## config.mk

```make
export PLATFORM = sky130hd
export DESIGN_NAME = ssp_core
export DESIGN_NICKNAME = d
export VERILOG_FILES = /design/src/rtl/ssp_pkg.sv /design/src/rtl/ssp_clkgen.sv /design/src/rtl/ssp_shifter.sv /design/src/rtl/ssp_cond.sv /design/src/rtl/ssp_core.sv
export SDC_FILE = /design/constraint.sdc
export NUM_CORES = 1
export LEC_CHECK = 0
export BUFFER_PORTS_ARGS = -buffer_cell sky130_fd_sc_hd__buf_2
export CAP_MARGIN = 20
export CORE_MARGIN = 5
export CORE_UTILIZATION = 25
export DETAILED_ROUTE_END_ITERATION = 16
export PLACE_DENSITY = 0.46
export SLEW_MARGIN = 15
export SYNTH_ARGS = -nofsm -noshare
export SYNTH_HDL_FRONTEND = slang
export SYNTH_SLANG_ARGS = --single-unit
```

## constraint.sdc

```tcl
create_clock -name clk -period 2.2 [get_ports clk]
set_input_delay 0.44 -clock clk [delete_from_list [all_inputs] [get_ports clk]]
set_output_delay 0.44 -clock clk [all_outputs]
set_load 0.005 [all_outputs]
```

## src/rtl/ssp_pkg.sv

```systemverilog
package ssp_pkg;

  localparam int CTL_W = 4;

  typedef enum logic [1:0] {
    SRC_TOG2  = 2'b00,
    SRC_PRESC = 2'b01,
    SRC_TMR1  = 2'b10,
    SRC_SYS   = 2'b11
  } clk_src_e;

  typedef struct packed {
    logic     halt;
    logic     drive_clk;
    clk_src_e src;
  } ctl_t;

  localparam ctl_t CTL_RESET = '{halt: 1'b1, drive_clk: 1'b1, src: SRC_SYS};

  // aux vector order: [0] timer-2 toggle, [1] prescaler, [2] timer-1
  function automatic logic aux_level(clk_src_e s, logic [2:0] v);
    case (s)
      SRC_TOG2:  return v[0];
      SRC_PRESC: return v[1];
      SRC_TMR1:  return v[2];
      default:   return 1'b0;
    endcase
  endfunction

  // one-cycle strobe per rising edge of the chosen source
  function automatic logic src_strobe(clk_src_e s, logic [2:0] now, logic [2:0] prev);
    if (s == SRC_SYS) return 1'b1;
    return aux_level(s, now) & ~aux_level(s, prev);
  endfunction

endpackage

```

## src/rtl/ssp_clkgen.sv

```systemverilog
module ssp_clkgen
  import ssp_pkg::*;
(
  input  logic       clk,
  input  logic       rst_n,
  input  ctl_t       ctl,
  input  logic       run,
  input  logic [2:0] aux_src,
  input  logic       sclk_in,
  output logic       rise_ev,
  output logic       fall_ev,
  output logic       int_clk
);

  logic [2:0] aux_q;
  logic       sclk_q;
  logic       div_q;
  logic       strobe;

  always_ff @(posedge clk or negedge rst_n) begin
    if (!rst_n) begin
      aux_q  <= '0;
      sclk_q <= 1'b0;
    end else begin
      aux_q  <= aux_src;
      sclk_q <= sclk_in;
    end
  end

  always_comb strobe = src_strobe(ctl.src, aux_src, aux_q);

  // divide-by-2 toggle, cleared while halted or idle
  always_ff @(posedge clk or negedge rst_n) begin
    if (!rst_n)                      div_q <= 1'b0;
    else if (ctl.halt || !run)       div_q <= 1'b0;
    else if (ctl.drive_clk && strobe) div_q <= ~div_q;
  end

  always_comb begin
    if (ctl.drive_clk) begin
      rise_ev = run & strobe & ~div_q;
      fall_ev = run & strobe &  div_q;
    end else begin
      rise_ev = run &  sclk_in & ~sclk_q;
      fall_ev = run & ~sclk_in &  sclk_q;
    end
  end

  assign int_clk = div_q;

endmodule

```

## src/rtl/ssp_shifter.sv

```systemverilog
module ssp_shifter #(
  parameter int DATA_W = 8,
  parameter int CNT_W  = 4
) (
  input  logic              clk,
  input  logic              rst_n,
  input  logic              halt,
  input  logic              allow,
  input  logic              abort,
  input  logic              copy_req,
  input  logic              tx_load,
  input  logic [DATA_W-1:0] tx_data,
  input  logic              rise_ev,
  input  logic              fall_ev,
  input  logic              sdi,
  output logic              busy,
  output logic              tx_rdy,
  output logic              tx_msb,
  output logic [DATA_W-1:0] rx_data,
  output logic              done,
  output logic [CNT_W-1:0]  bit_cnt,
  output logic              launch
);

  logic [DATA_W-1:0] tx_buf;
  logic [DATA_W-1:0] shreg;
  logic              smp;
  logic              last_fall;

  function automatic logic [DATA_W-1:0] shift_in(logic [DATA_W-1:0] v, logic b);
    return {v[DATA_W-2:0], b};
  endfunction

  assign launch    = !halt && tx_rdy && !busy && allow;
  assign last_fall = busy && fall_ev && !abort && (bit_cnt == CNT_W'(DATA_W - 1));
  assign tx_msb    = shreg[DATA_W-1];

  always_ff @(posedge clk or negedge rst_n) begin
    if (!rst_n) begin
      tx_buf  <= '0;
      shreg   <= '0;
      smp     <= 1'b0;
      busy    <= 1'b0;
      tx_rdy  <= 1'b0;
      rx_data <= '0;
      done    <= 1'b0;
      bit_cnt <= '0;
    end else begin
      done <= last_fall;
      if (tx_load) tx_buf <= tx_data;

      if (tx_load)        tx_rdy <= 1'b1;
      else if (last_fall) tx_rdy <= 1'b0;

      if (busy && rise_ev) smp <= sdi;

      if (abort)          busy <= 1'b0;
      else if (launch)    busy <= 1'b1;
      else if (last_fall) busy <= 1'b0;

      if (launch) begin
        shreg   <= tx_buf;
        bit_cnt <= '0;
      end else if (busy && fall_ev && !abort) begin
        shreg   <= shift_in(shreg, smp);
        bit_cnt <= last_fall ? '0 : bit_cnt + 1'b1;
      end

      if (copy_req)       rx_data <= shreg;
      else if (last_fall) rx_data <= shift_in(shreg, smp);
    end
  end

endmodule

```

## src/rtl/ssp_cond.sv

```systemverilog
module ssp_cond #(
  parameter int COND_STEP = 2
) (
  input  logic clk,
  input  logic rst_n,
  input  logic req_start,
  input  logic req_stop,
  output logic active,
  output logic sda,
  output logic sda_idle
);

  localparam int SC_W = (COND_STEP > 1) ? $clog2(COND_STEP) : 1;

  logic            phase;
  logic            kind;   // 0 start, 1 stop
  logic [SC_W-1:0] step_cnt;

  always_ff @(posedge clk or negedge rst_n) begin
    if (!rst_n) begin
      active   <= 1'b0;
      phase    <= 1'b0;
      kind     <= 1'b0;
      step_cnt <= '0;
      sda_idle <= 1'b1;
    end else if (!active) begin
      if (req_start || req_stop) begin
        active   <= 1'b1;
        kind     <= req_stop;
        phase    <= 1'b0;
        step_cnt <= '0;
      end
    end else if (step_cnt == SC_W'(COND_STEP - 1)) begin
      step_cnt <= '0;
      if (phase) begin
        active   <= 1'b0;
        sda_idle <= kind;
      end else begin
        phase <= 1'b1;
      end
    end else begin
      step_cnt <= step_cnt + 1'b1;
    end
  end

  // first half holds the old level, second half the new one
  assign sda = phase ? kind : ~kind;

endmodule

```

## src/rtl/ssp_core.sv

```systemverilog
module ssp_core
  import ssp_pkg::*;
#(
  parameter int DATA_W    = 8,
  parameter int COND_STEP = 2
) (
  input  logic              clk,
  input  logic              rst_n,
  input  logic              ctl_wr,
  input  logic [3:0]        ctl_wdata,
  output logic [3:0]        ctl_q,
  input  logic              twowire_en,
  input  logic              tx_load,
  input  logic [DATA_W-1:0] tx_data,
  output logic              tx_rdy,
  output logic [DATA_W-1:0] rx_data,
  input  logic              aux_tog2,
  input  logic              aux_presc,
  input  logic              aux_tmr1,
  input  logic              sclk_in,
  output logic              sclk_out,
  output logic              sclk_oe,
  input  logic              sdi,
  output logic              sdo,
  output logic              xfer_done
);

  localparam int CNT_W = $clog2(DATA_W) + 1;

  ctl_t             ctl_r;
  logic             busy_w;
  logic             rise_ev;
  logic             fall_ev;
  logic             int_clk;
  logic             tx_msb;
  logic [CNT_W-1:0] bit_cnt;
  logic             launch;
  logic             cond_active;
  logic             cond_sda;
  logic             sda_idle;
  logic             halt_wr;
  logic             abort;
  logic             copy_req;
  logic             req_start;
  logic             req_stop;

  always_ff @(posedge clk or negedge rst_n) begin
    if (!rst_n)      ctl_r <= CTL_RESET;
    else if (ctl_wr) ctl_r <= ctl_t'(ctl_wdata);
  end
  assign ctl_q = ctl_r;

  assign halt_wr   = ctl_wr & ctl_wdata[3];
  assign abort     = halt_wr;
  assign copy_req  = halt_wr & ~twowire_en;
  assign req_start = ctl_wr & twowire_en & ~ctl_wdata[3];
  assign req_stop  = halt_wr & twowire_en;

  ssp_clkgen u_clkgen (
    .clk     (clk),
    .rst_n   (rst_n),
    .ctl     (ctl_r),
    .run     (busy_w),
    .aux_src ({aux_tmr1, aux_presc, aux_tog2}),
    .sclk_in (sclk_in),
    .rise_ev (rise_ev),
    .fall_ev (fall_ev),
    .int_clk (int_clk)
  );

  ssp_shifter #(.DATA_W(DATA_W), .CNT_W(CNT_W)) u_shift (
    .clk      (clk),
    .rst_n    (rst_n),
    .halt     (ctl_r.halt),
    .allow    (~cond_active),
    .abort    (abort),
    .copy_req (copy_req),
    .tx_load  (tx_load),
    .tx_data  (tx_data),
    .rise_ev  (rise_ev),
    .fall_ev  (fall_ev),
    .sdi      (sdi),
    .busy     (busy_w),
    .tx_rdy   (tx_rdy),
    .tx_msb   (tx_msb),
    .rx_data  (rx_data),
    .done     (xfer_done),
    .bit_cnt  (bit_cnt),
    .launch   (launch)
  );

  ssp_cond #(.COND_STEP(COND_STEP)) u_cond (
    .clk       (clk),
    .rst_n     (rst_n),
    .req_start (req_start),
    .req_stop  (req_stop),
    .active    (cond_active),
    .sda       (cond_sda),
    .sda_idle  (sda_idle)
  );

  always_comb begin
    if (cond_active)                    sclk_out = 1'b1;
    else if (busy_w && ctl_r.drive_clk) sclk_out = int_clk;
    else                                sclk_out = 1'b1;
  end

  assign sclk_oe = ctl_r.drive_clk | cond_active;

  always_comb begin
    if (cond_active) sdo = cond_sda;
    else if (busy_w) sdo = tx_msb;
    else             sdo = sda_idle;
  end

endmodule

```

==> results.md <==
- Top cell by count, worst path: buf_4
- Placement row count: 33
- DRT Pass-1 Iters: 4
- Hold/Removal Path Class: in -> async
- Initial antenna violation count: 0
- Nets: 255
- Clock slew at reported path FFs: 0.09 ns
- Yosys Warn Count: 0
- Cells after Synth: 195
- Max stage delay on crit path: 0.56 ns
- Number of synthesized flops with an enable pin: 0
- Pwr dens: 1070 mW/mm2
- Distinct cells, synth: 39
- Critical path, cell by cell: or4b_1, o21ai_2, o31ai_1, buf_4, nor2_1, buf_4, o21ai_0
- CP required: 2.43 ns
- Syn Nets: 218
- I/O pin count: 39
- Area of the die: 0.0101 mm2
- Total congestion overflow: 0
- Fin. max-slew vios: 0
- Unrepaired setup endpoints after global routing: no
- ANT cells: 0
- Placer congestion estimate: 0.716
- Via count: 1570
- Top_reg_cell synth: dfrtp_1
- HPWL after DPL: 3.50 mm
- Clk sinks: 46
- Vias/cell: 4.64
- Worst Setup End Kind: register
- Setup Buffers After CTS: 0
- PortBufs: 38
- Status: finished clean
- Vias in the first global route: 1679
- Antenna-violating nets left: 0
- Ys async rst share: 1.00
- Die span in y: 101 um
- Tightest Pin Transition: 0.622 ns
- Worst Clk Skew: 0.00723 ns
- Register area share after synthesis: 0.563
- Worst setup SP type: register
- CP delay by family, top: compound AO/OA/AOI/OAI gates
- CTS tree: yes
- Overall routing resource usage: 0.104
- H-tree levels: 2
- #FFs+latches synth: 46
- Mapped Area: 0.00205 mm2
- Setup-failing EPs final: 0
- Critical Path Source: ctl_q[1]
- Final period util: 0.874
- Number of max-cap violations: 0
- Total power: 0.00263 W
- Worst R2R Start: ctl_q[1]
- Hold_buf cts: 0
- Worst Path Arrival: 2.15 ns
- Final Hold Viols: 0
- Later-pin clock latency in the skew report: 0.30 ns
- CTS Buffer Depth: 2
- Leakage power: 1.06 nW
- Final wirelength: 4.82 mm
- Post_cts resized: 0
- CTS Root Cell: clkbuf_8
- Slowest CP cell: dfstp_2
- DIE WIDTH: 101 um
- Rel. slew slack: 0.585
- Layout cells sized above 1: 0.305
- Max Clock Freq: 520 MHz
- Critical path class: reg -> reg
- DRC violations left: 0
- Final worst path period need: 1.92 ns
- Worst Path Buf+Inv: 2
- CTS Buf Count: 5
- Area growth, synth to finish: 20.2%
- Setup_tns: 0 ns
- First-pass GRT wire length: 8.41 mm
- Initial Util: 0.254
- Max FO, Critical Path: 11
- Largest net degree at the start of global routing: 27
- Routed WL per cell: 14.3 um
- Core area: 0.00809 mm2
- DR iter-0 viols: 83
- Worst IR Drop VDD: 0.257 mV
- Syn avg cell area: 10.5 um2
-- power breakdown --
group / total (W) / leakage, nW / internal [W] / switching [W]
Clock: 0.000599 / 0.0575 / 0.000317 / 0.000282
Combinational: 0.000702 / 0.463 / 0.000328 / 0.000374
Sequential: 0.00133 / 0.544 / 0.00109 / 0.000238
Total: 0.00263 / 1.06 / 0.00174 / 0.000894
-- routing by layer --
metal	vias up	global-route usage	share of wire
met3	7	0.0208	0.031
met1	768	0.139	0.47
met2	25	0.168	0.48
met5	-	0	0
met4	0	0.0373	0.014
li1	770	-	-
-- per-stage QoR --
step | hold slack [ns] | std cells | util | setup WS [ns] | instance area (um2)
final | 0.150 | 338 | 0.305 | 0.277 | 2470
after global routing | 0.199 | 338 | 0.305 | 0.0396 | 2470
after CTS | 0.165 | 338 | 0.305 | 0.238 | 2470
after detailed placement | 0.481 | 330 | 0.291 | 0.164 | 2360
after global placement | 0.475 | 330 | 0.291 | 0.210 | 2360
after floorplan | 0.144 | 195 | - | 0.480 | 2050
-- layout make-up --
cell class	count	area [um2]
fill	897	5620
sequential	46	1160
multi-input combinational	134	826
timing repair buffer	42	233
tap	105	131
clock buffer	8	110
inverter	3	11.3
-- cell usage in the layout, fill, tap and decap left out, drive strengths merged, types with 2 or more instances in the layout --
cell type / count
and3: 2
nor2: 16
buf: 42
or2: 3
a21oi: 2
dfstp: 5
a31oi: 8
inv: 3
nand2b: 2
dfrtp: 41
a32oi: 8
nand2: 21
mux2: 13
clkbuf: 8
nor2b: 2
mux2i: 3
o21ai: 25
nand3: 13
-- Yosys cell counts, types with 3 or more instances --
master	number	area, um2
nand2_1	21	78.8
clkbuf_1	7	26.3
mux2_2	13	146
dfrtp_1	41	1030
mux2i_1	3	30.0
a32oi_1	8	70.1
dfstp_2	5	131
inv_1	3	11.3
o21ai_0	23	115
nand3_1	13	65.1
a31oi_1	8	50.1
nor2_1	16	60.1
-- registers in the layout, indices dropped and copies added (netlist names) --
register,count
u_shift.rx_data,8
u_shift.shreg,8
u_shift.tx_buf,8
ctl_q,4
u_shift.bit_cnt,4
u_clkgen.aux_q,3
u_clkgen.int_clk,1
u_clkgen.sclk_q,1
u_cond.active,1
u_cond.kind,1
u_cond.phase,1
u_cond.sda_idle,1
u_cond.step_cnt,1
u_shift.busy,1
u_shift.done,1
u_shift.smp,1
u_shift.tx_rdy,1
-- cells by family after synthesis --
| group | share of synthesized area |
|---|---|
| AOI/OAI and AO/OA | 0.157 |
| muxes | 0.0859 |
| and+or+nand+nor | 0.144 |
| DFF | 0.563 |
| xor gates and xnor gates | 0.00853 |
| buffers and inverters | 0.0347 |
| adders and majority gates | 0.00609 |
-- final timing paths --
check | cells past startpoint | slack [ns] | endpoint
hold reg to reg | 2 | 0.50 | u_shift.shreg[2]
setup / recovery | 7 | 0.28 | u_shift.shreg[6]
max in group asynchronous | 2 | 1.52 | u_shift.bit_cnt[1]
setup reg to reg | 7 | 0.28 | u_shift.shreg[6]
hold / removal | 1 | 0.15 | u_shift.shreg[7]
min in group clk | 1 | 0.26 | u_clkgen.aux_q[1]
No activity file was read; power rests on OpenSTA's default activity.
